### src/rtl/irqc_pkg.sv
// Shared definitions for the interrupt controller.
// Assumes: priority levels fit in 3 bits, with level 0 meaning "off".
package irqc_pkg;
    localparam int PRIO_W = 3;
    typedef logic [PRIO_W-1:0] prio_t;

    // Index width for n items, never below 1.
    function automatic int idx_w(input int n);
        return (n > 2) ? $clog2(n) : 1;
    endfunction
endpackage

### src/rtl/irqc_cfg_regs.sv
// Per-source enable and priority storage for peripheral sources.
// Assumes: one write per cycle; an index at or beyond N_USER is dropped.
module irqc_cfg_regs
    import irqc_pkg::*;
#(
    parameter int N_USER = 118,
    localparam int USR_W = idx_w(N_USER)
) (
    input  logic             clk,
    input  logic             rst_n,
    input  logic             cfg_we,
    input  logic [USR_W-1:0] cfg_sel,
    input  logic             cfg_en,
    input  prio_t            cfg_prio,
    output logic [N_USER-1:0] en_q,
    output prio_t            prio_q [N_USER]
);
    for (genvar j = 0; j < N_USER; j++) begin : g_src
        localparam logic [USR_W-1:0] MY_IDX = USR_W'(j);
        // Update one source's settings when it is addressed.
        always_ff @(posedge clk) begin
            if (!rst_n) begin
                en_q[j]   <= 1'b0;
                prio_q[j] <= '0;
            end else if (cfg_we && cfg_sel == MY_IDX) begin
                en_q[j]   <= cfg_en;
                prio_q[j] <= cfg_prio;
            end
        end
    end
endmodule

### src/rtl/irqc_pending.sv
// Sticky pending flags: a request sets a flag and a clear strobe resets it.
// Assumes: clear takes precedence over a request at the same edge.
module irqc_pending #(
    parameter int N = 8
) (
    input  logic         clk,
    input  logic         rst_n,
    input  logic [N-1:0] req,
    input  logic [N-1:0] clr,
    output logic [N-1:0] pend
);
    // Capture requests; acknowledged flags drop even if still requested.
    always_ff @(posedge clk) begin
        if (!rst_n) pend <= '0;
        else        pend <= (pend | req) & ~clr;
    end
endmodule

### src/rtl/irqc_arbiter.sv
// Combinational two-stage selection: lowest pending trap, else the
// peripheral source with the highest level above the CPU level, with
// ties going to the lowest index.
// Assumes: eligible peripheral levels are at least 1.
module irqc_arbiter
    import irqc_pkg::*;
#(
    parameter int N_TRAP = 8,
    parameter int N_USER = 118,
    localparam int TRAP_W = idx_w(N_TRAP),
    localparam int USR_W  = idx_w(N_USER)
) (
    input  logic [N_TRAP-1:0] trap_pend,
    input  logic [N_USER-1:0] usr_pend,
    input  logic [N_USER-1:0] en_q,
    input  prio_t             prio_q [N_USER],
    input  prio_t             cpu_prio,
    output logic              trap_hit,
    output logic [TRAP_W-1:0] trap_idx,
    output logic              usr_hit,
    output logic [USR_W-1:0]  usr_idx
);
    // Trap stage: fixed order, lowest index wins.
    always_comb begin
        trap_hit = 1'b0;
        trap_idx = '0;
        for (int i = N_TRAP - 1; i >= 0; i--) begin
            if (trap_pend[i]) begin
                trap_hit = 1'b1;
                trap_idx = TRAP_W'(i);
            end
        end
    end

    // Peripheral stage: level first, then position; descending scan with >=.
    always_comb begin
        prio_t best;
        best    = '0;
        usr_hit = 1'b0;
        usr_idx = '0;
        for (int i = N_USER - 1; i >= 0; i--) begin
            if (usr_pend[i] && en_q[i] && (prio_q[i] > cpu_prio)
                && (prio_q[i] >= best)) begin
                best    = prio_q[i];
                usr_hit = 1'b1;
                usr_idx = USR_W'(i);
            end
        end
    end
endmodule

### src/rtl/irqc_vecaddr.sv
// Maps a vector number to its table entry address in program memory.
// Assumes: entries are two address units apart and the alternate table
// follows the primary one immediately with the same layout.
module irqc_vecaddr #(
    parameter int N_VEC  = 126,
    parameter int ADDR_W = 24,
    parameter int BASE   = 4,
    parameter int VEC_W  = 7
) (
    input  logic [VEC_W-1:0]  vec,
    input  logic              alt,
    output logic [ADDR_W-1:0] addr
);
    localparam logic [ADDR_W-1:0] PRI_BASE = ADDR_W'(BASE);
    localparam logic [ADDR_W-1:0] ALT_BASE = ADDR_W'(BASE + 2 * N_VEC);

    // Pick the table base and add the scaled vector offset.
    always_comb begin
        addr = (alt ? ALT_BASE : PRI_BASE) + ADDR_W'({vec, 1'b0});
    end
endmodule

### src/rtl/prio_irq_ctrl.sv
// Top of the vectored priority interrupt controller. Captures trap and
// peripheral requests, arbitrates them, and registers the request, the
// winning vector and its entry address (a fixed one-cycle arbitration stage).
// Assumes: the CPU acknowledges by vector number, and reset is synchronous.
module prio_irq_ctrl
    import irqc_pkg::*;
#(
    parameter int N_TRAP = 8,
    parameter int N_USER = 118,
    parameter int ADDR_W = 24,
    parameter int BASE   = 4,
    localparam int N_VEC  = N_TRAP + N_USER,
    localparam int VEC_W  = idx_w(N_VEC),
    localparam int TRAP_W = idx_w(N_TRAP),
    localparam int USR_W  = idx_w(N_USER)
) (
    input  logic              clk,
    input  logic              rst_n,
    input  logic [N_TRAP-1:0] trap_req,
    input  logic [N_USER-1:0] usr_req,
    input  logic              cfg_we,
    input  logic [USR_W-1:0]  cfg_sel,
    input  logic              cfg_en,
    input  logic [2:0]        cfg_prio,
    input  logic              alt_tbl,
    input  logic [2:0]        cpu_prio,
    input  logic              ack,
    input  logic [VEC_W-1:0]  ack_vec,
    output logic              irq,
    output logic [VEC_W-1:0]  irq_vec,
    output logic [ADDR_W-1:0] irq_addr
);
    logic [N_TRAP-1:0] trap_clr, trap_pend;
    logic [N_USER-1:0] usr_clr, usr_pend, en_q;
    prio_t             prio_q [N_USER];
    logic              trap_hit, usr_hit;
    logic [TRAP_W-1:0] trap_idx;
    logic [USR_W-1:0]  usr_idx;
    logic [VEC_W-1:0]  nxt_vec;
    logic [ADDR_W-1:0] nxt_addr;

    // Decode the acknowledge into per-flag clear strobes.
    for (genvar i = 0; i < N_TRAP; i++) begin : g_tclr
        localparam logic [VEC_W-1:0] V = VEC_W'(i);
        assign trap_clr[i] = ack && (ack_vec == V);
    end
    for (genvar j = 0; j < N_USER; j++) begin : g_uclr
        localparam logic [VEC_W-1:0] V = VEC_W'(N_TRAP + j);
        assign usr_clr[j] = ack && (ack_vec == V);
    end

    irqc_cfg_regs #(.N_USER(N_USER)) i_cfg (
        .clk(clk), .rst_n(rst_n), .cfg_we(cfg_we), .cfg_sel(cfg_sel),
        .cfg_en(cfg_en), .cfg_prio(cfg_prio), .en_q(en_q), .prio_q(prio_q)
    );

    irqc_pending #(.N(N_TRAP)) i_tpend (
        .clk(clk), .rst_n(rst_n), .req(trap_req), .clr(trap_clr), .pend(trap_pend)
    );

    irqc_pending #(.N(N_USER)) i_upend (
        .clk(clk), .rst_n(rst_n), .req(usr_req), .clr(usr_clr), .pend(usr_pend)
    );

    irqc_arbiter #(.N_TRAP(N_TRAP), .N_USER(N_USER)) i_arb (
        .trap_pend(trap_pend), .usr_pend(usr_pend), .en_q(en_q), .prio_q(prio_q),
        .cpu_prio(cpu_prio), .trap_hit(trap_hit), .trap_idx(trap_idx),
        .usr_hit(usr_hit), .usr_idx(usr_idx)
    );

    // Merge the two stages into one vector number; traps take precedence.
    always_comb begin
        if (trap_hit) nxt_vec = VEC_W'(trap_idx);
        else          nxt_vec = VEC_W'(N_TRAP) + VEC_W'(usr_idx);
    end

    irqc_vecaddr #(.N_VEC(N_VEC), .ADDR_W(ADDR_W), .BASE(BASE), .VEC_W(VEC_W)) i_va (
        .vec(nxt_vec), .alt(alt_tbl), .addr(nxt_addr)
    );

    // Register the outcome; an idle result reads as all zeros.
    always_ff @(posedge clk) begin
        if (!rst_n) begin
            irq      <= 1'b0;
            irq_vec  <= '0;
            irq_addr <= '0;
        end else if (trap_hit || usr_hit) begin
            irq      <= 1'b1;
            irq_vec  <= nxt_vec;
            irq_addr <= nxt_addr;
        end else begin
            irq      <= 1'b0;
            irq_vec  <= '0;
            irq_addr <= '0;
        end
    end
endmodule

### config.mk
export PLATFORM = sky130hd
export DESIGN_NAME = prio_irq_ctrl
export DESIGN_NICKNAME = d
export VERILOG_FILES = /design/src/rtl/irqc_pkg.sv /design/src/rtl/irqc_cfg_regs.sv /design/src/rtl/irqc_pending.sv /design/src/rtl/irqc_arbiter.sv /design/src/rtl/irqc_vecaddr.sv /design/src/rtl/prio_irq_ctrl.sv
export SDC_FILE = /design/constraint.sdc
export NUM_CORES = 2
export LEC_CHECK = 0
export ABC_AREA = 1
export BUFFER_PORTS_ARGS = -buffer_cell sky130_fd_sc_hd__buf_2
export CAP_MARGIN = 10
export CELL_PAD_IN_SITES_DETAIL_PLACEMENT = 0
export CELL_PAD_IN_SITES_GLOBAL_PLACEMENT = 1
export CORE_ASPECT_RATIO = 0.75
export CORE_UTILIZATION = 35
export DETAILED_ROUTE_END_ITERATION = 8
export PLACE_DENSITY_LB_ADDON = 0.1
export RECOVER_POWER = 50
export SLEW_MARGIN = 15
export SYNTH_ARGS = -nofsm -noshare
export SYNTH_HDL_FRONTEND = slang
export SYNTH_SLANG_ARGS = --single-unit
### constraint.sdc
create_clock -name clk -period 164.5 [get_ports clk]
set_input_delay 16.45 -clock clk [delete_from_list [all_inputs] [get_ports clk]]
set_output_delay 16.45 -clock clk [all_outputs]
set_load 0.01 [all_outputs]
Word level (Yosys, flattened, before mapping) --
Cells that the tools add are included.
Storage, ports and cells: register bits after elaboration 630, bits of input ports 152, output and inout port bits 32, word-level logic and storage cells 1701
Operators by class: add/sub/neg operators 2, $lt $le $gt $ge 236, equal/unequal tests 242, muxes and demuxes 372, bitwise operators 6, reduce and logical (&&, ||, !) cells 602
Operator list (number):
- $mux W7 | 119
- $eq A7 B7 Y1 const B | 116
- $logic_and A1 B1 Y1 | 598
- $eq A7 B6 Y1 const B | 64
- $mux W3 | 125
- $gt A3 B3 Y1 | 118
- $ge A3 B3 Y1 | 117
- $eq A7 B5 Y1 const B | 32
- $mux W1 | 127
- $and A118 B118 Y118 | 1
- $not A118 Y118 | 1
- $or A118 B118 Y118 | 1
- $eq A7 B4 Y1 const B | 16
- $eq A7 B3 Y1 const B | 8
- $eq A7 B2 Y1 const B | 4
- $add A24 B8 Y24 | 1
- $eq A7 B1 Y1 const B | 2
- $logic_not A7 Y1 | 2
- $mux W9 | 1
- $and A8 B8 Y8 | 1
- $not A8 Y8 | 1
- $or A8 B8 Y8 | 1
- $add A4 B7 Y7 const A | 1
- $ge A3 B1 Y1 const B | 1
- 2 further kinds | 2

Depth between registers and ports, before layout --
depth after elaboration 358, depth in mapped cells 1052, mapped depth without buffers 1049

Hierarchy --
A second synthesis with hierarchy kept.
Second synthesis, totals: cells, all modules 7854, area, all modules 49851.6 um^2
Modules (own cells, without submodules):
- irqc_arbiter | instances 1, cells an instance 4012, area an instance 23951.7 um^2, sequential area each 0.0 um^2
- irqc_cfg_regs | instances 1, cells an instance 2842, area an instance 19294.8 um^2, sequential area each 9449.1 um^2
- irqc_pending at i_upend | instances 1, cells an instance 603, area an instance 4220.3 um^2, sequential area each 2362.3 um^2
- prio_irq_ctrl | instances 1, cells an instance 311, area an instance 1784.2 um^2, sequential area each 640.6 um^2
- irqc_pending at i_tpend | instances 1, cells an instance 41, area an instance 314.1 um^2, sequential area each 160.2 um^2
- irqc_vecaddr | instances 1, cells an instance 45, area an instance 286.5 um^2, sequential area each 0.0 um^2

Worst setup path after synthesis --
No wires, ideal clock.
path kind input to register, start input cpu_prio[2], end register irq_addr[8], library setup time 0.115 ns, data arrival time 124.874 ns, data required time 164.385 ns, slack 39.511 ns, stages on the path 965, path buffers 3, cells stage by stage inv_1 > ha_1 > nand3_1 > nand2_1 > inv_1 > nand3_1 > ha_1 > a21oi_1 > nand3_2 > nand2_2 > o21a_1 > inv_1 > ha_1 > nor3_1 > clkinv_2 > nand2_1 > nand2_2 > nand2_2 > [... 929 more ...] > ha_1 > a21oi_1 > o211ai_1 > nand4_1 > nand2_1 > inv_1 > o21ai_0 > nor2_1 > nand2_1 > inv_1 > ha_1 > inv_1 > nor2_1 > nand3_1 > nor2_1 > nand3_1 > nand2_1 > nor2_1
On the way: cells in the longest elaborated chain, start to end 358, elaborated cells between the ends (all ways) 829, classes of those cells add/sub (2); order compare (235); mux (354); reduce/logical (238)
Ends and longest elaborated chain:
- start, declared | line prio_irq_ctrl.sv:26 | input logic [2:0] cpu_prio,
- $gt A3 B3 Y1 | line irqc_arbiter.sv:42 | if (usr_pend[i] && en_q[i] && (prio_q[i] > cpu_prio)
- $logic_and A1 B1 Y1 | line irqc_arbiter.sv:42
- $logic_and A1 B1 Y1 | line irqc_arbiter.sv:43 | && (prio_q[i] >= best)) begin
- $mux W3 | line irqc_arbiter.sv:42
- $ge A3 B3 Y1 | line irqc_arbiter.sv:43
- $logic_and A1 B1 Y1 | line irqc_arbiter.sv:43
- $mux W3 | line irqc_arbiter.sv:42
- $ge A3 B3 Y1 | line irqc_arbiter.sv:43
- [... 342 more ...]
- $logic_and A1 B1 Y1 | line irqc_arbiter.sv:43
- $mux W3 | line irqc_arbiter.sv:42
- $ge A3 B3 Y1 | line irqc_arbiter.sv:43
- $logic_and A1 B1 Y1 | line irqc_arbiter.sv:43
- $mux W7 | line irqc_arbiter.sv:42
- $add A4 B7 Y7 | line prio_irq_ctrl.sv:74 | else nxt_vec = VEC_W'(N_TRAP) + VEC_W'(usr_idx);
- $mux W7 | line prio_irq_ctrl.sv:73 | if (trap_hit) nxt_vec = VEC_W'(trap_idx);
- $add A24 B8 Y24 | line irqc_vecaddr.sv:19 | addr = (alt ? ALT_BASE : PRI_BASE) + ADDR_W'({vec, 1'b0});
- end signal, assigned | line prio_irq_ctrl.sv:90 | irq_addr <= nxt_addr;
- end, declared | line prio_irq_ctrl.sv:31 | output logic [ADDR_W-1:0] irq_addr
Several ways; a longest one is shown, not always the timed one. A chain may end at the register's enable or synchronous reset.

==> impl_metrics.env <==
export IMPL_yosysTopAreaCellShare_pct=27.7
export IMPL_fp_dieArea_um2=128000
export IMPL_cts_hold_fix_buffers=0
export IMPL_wire_per_inst_um=20.8
export IMPL_grt_max_degree=164
export IMPL_grt_pass1_wl_um=257000
export IMPL_synthCells=6454
export IMPL_synthArstFlopShare_pct=0
export IMPL_multi_input_area_um2=27800
export IMPL_layout_drive_gt1_share_pct=12.0
export IMPL_numCtsBuffers=75
export IMPL_avgSynthCellArea_um2=6.86
export IMPL_layoutNonFillerInstCount=8329
export IMPL_hold_violations=0
export IMPL_whs_ps=472
export IMPL_path_clk_slew_ps=60
export IMPL_synth_edff_count=0
export IMPL_finalSetupTns_ps=0
export IMPL_ys_seq_area_share_pct=27.7
export IMPL_synth_flop_cell="dfxtp_1"
export IMPL_clock_latency_ps=690
export IMPL_gr_total_overflow=0
export IMPL_routabilityCongestion=0.886
export IMPL_finalCritPeriodShare_pct=84.3
export IMPL_ant_nets=0
export IMPL_synth_top_cell_by_area="dfxtp_1"
export IMPL_die_w_um=413
export IMPL_netSwitchingPower_mw=0.0992
export IMPL_fillers=13400
export IMPL_violations="capacitance limit, slew limit"
export IMPL_max_freq_mhz=7.21
export IMPL_p_comb_share_pct=9.0
export IMPL_cts_tree="yes"
export IMPL_ys_types=60
export IMPL_first_iter_violations=3451
export IMPL_power_share_clock_pct=48.8
export IMPL_post_route_min_period_ps=138620
export IMPL_synth_most_common_cell="inv_1"
export IMPL_fp_dieH_um=310
export IMPL_boundaryPins=184
export IMPL_setup_violations_final=0
export IMPL_rsz0062_at_grt="no"
export IMPL_area_growth_synth_to_final_pct=11.8
export IMPL_start_util_pct=35.4
export IMPL_final_nets=7280
export IMPL_io_buffers=168
export IMPL_finalClockSkew_ps=23.2
export IMPL_min_from="i_cfg.en_q[74]$_SDFFE_PN0P_"
export IMPL_power_per_cell_area_nw_per_um2=7.37
export IMPL_ys_warn_count=0
export IMPL_syn_cell_area_um2=44300
export IMPL_num_vias=43353
export IMPL_p_total_mw=0.365
export IMPL_outcome="complete, but fails checks"
export IMPL_grt_usage_pct=26.8
export IMPL_core_um2=125000
export IMPL_seq_power_share_pct=42.2
export IMPL_synth_area_top_cells="dfxtp_1 (28%), ha_1 (15%), o21ai_0 (9.2%)"
export IMPL_cts_sinks=614
export IMPL_cap_violations=11
export IMPL_regArea_um2=12300
export IMPL_core_rowCount=112
export IMPL_synth_commonest_cells="inv_1 (909), o21ai_0 (811), nand2_1 (788)"
export IMPL_slew_viol_final=658
export IMPL_antenna_found_initial=25
export IMPL_cts_root_buf="clkbuf_16"
export IMPL_hold_class="reg -> reg"
export IMPL_dp_hpwl_um=126000
export IMPL_wl_um=173000
export IMPL_cts_path_max_buffers=3
export IMPL_drc=0
export IMPL_slew_headroom_pct=-357
export IMPL_grt_pass1_vias=40041
export IMPL_post_cts_buffers=0
export IMPL_cts_htree_levels=3
export IMPL_synth_seq_cells=614
export IMPL_firstDrtPassIters=6
export IMPL_leakage_nw=21.4
export IMPL_placedCellCount=8190
export IMPL_p_sw_share_pct=27.2
export IMPL_ir_drop_uv=8.37
export IMPL_rr_startpoint="i_cfg.prio_q[2]$_SDFFE_PN0P_"
export IMPL_tightest_slew_ps=6860
export IMPL_viasPerCell=5.21
export IMPL_post_cts_resized=0
export IMPL_power_internal_mw=0.266
[placed cells by master (no fill, tap or decap), types with 9 or more instances in the layout]
| cell type | instances |
|---|---|
| inv_1 | 907 |
| o21ai_0 | 811 |
| nand2_1 | 788 |
| dfxtp_1 | 614 |
| nor2_1 | 611 |
| a21oi_1 | 604 |
| nand3_1 | 544 |
| ha_1 | 514 |
| nand2_2 | 247 |
| buf_2 | 140 |
| clkbuf_16 | 79 |
| nand4_1 | 76 |
| nand3_2 | 60 |
| a211oi_1 | 54 |
| clkbuf_1 | 52 |
| o22ai_1 | 47 |
| buf_4 | 41 |
| a311oi_1 | 38 |
| nor3_1 | 37 |
| inv_2 | 37 |
| nand2_4 | 36 |
| nor2_2 | 23 |
| a31oi_1 | 23 |
| o21ai_1 | 22 |
| clkbuf_8 | 21 |
| a21oi_2 | 19 |
| nor4_1 | 17 |
| clkinv_2 | 16 |
| o21bai_1 | 15 |
| o21ai_2 | 15 |
| o31ai_1 | 15 |
| conb_1 | 15 |
| o21a_1 | 13 |
| clkinv_1 | 11 |
| o211ai_1 | 11 |
| o221a_2 | 9 |
[cell families after synthesis]
group / count (synthesis) / share of synthesized area (%)
compound gates: 1723 / 21.4
fa+ha+maj: 514 / 14.5
simple gates: 2483 / 26.6
flops: 614 / 27.7
buf+inv: 1119 / 9.74
other cells: 1 / 0.00847
[stage by stage]
step | util (%) | area (um^2) | setup slack (ps)
2_1_floorplan | - | 44400 | 39510
3_3_place_gp | 37.7 | 47100 | 26420
3_5_place_dp | 37.7 | 47100 | 25450
4_1_cts | 39.7 | 49600 | 25930
5_1_grt | 39.6 | 49500 | 11180
6_report | 39.6 | 49500 | 25880
[power groups by stage]
| stage | Combinational [mW] | Sequential, mW | Clock (mW) |
|---|---|---|---|
| after CTS | 0.0322 | 0.154 | 0.182 |
| final | 0.0328 | 0.154 | 0.178 |
| after global placement | 0.0317 | 0.157 | 0 |
| after global routing | 0.0361 | 0.154 | 0.188 |
| after detailed placement | 0.0322 | 0.157 | 0 |
| after floorplan | 0.0180 | 0.156 | 0 |
[registers in the layout (all words and copies together), names as in the netlist]
register,flops
i_cfg.en_q,118
i_tpend.pend,8
i_upend.pend,118
irq_vec,7
irq,1
irq_addr,8
i_cfg.prio_q,354
[final timing paths]
kind         slack [ps]                           to  depth (start not counted)
max reg2reg       41650       irq_addr[5]$_SDFF_PN0_                        942
min                 470  i_cfg.en_q[74]$_SDFFE_PN0P_                          2
min reg2reg         470  i_cfg.en_q[74]$_SDFFE_PN0P_                          2
[routing by layer]
layer / part of all wire (%) / global-route usage, %
met2: 39 / 37.9
met1: 50 / 39.7
met5: 0.049 / 0
met4: 2.7 / 7.34
met3: 8.4 / 6.73
[worst reg2reg max path, delay by kind of cell, from the launching register on]
| family | cells | cell delay [ps] |
|---|---|---|
| buf+inv | 147 | 8820 |
| flops | 1 | 330 |
| simple gates | 446 | 43270 |
| fa+ha+maj | 118 | 34550 |
| compound gates | 231 | 35800 |
[final cells by class]
type | count | area share [%]
clock buffers | 113 | 4.67
clock inverters | 20 | 0.475
repair buffers | 223 | 2.42
diodes | 6 | 0.0303
well taps | 1653 | 4.18
multi-input cells | 4735 | 56.0
flip-flops and latches | 614 | 24.8
inverters | 965 | 7.37
Note: power is estimated with default switching activity, not from simulation.
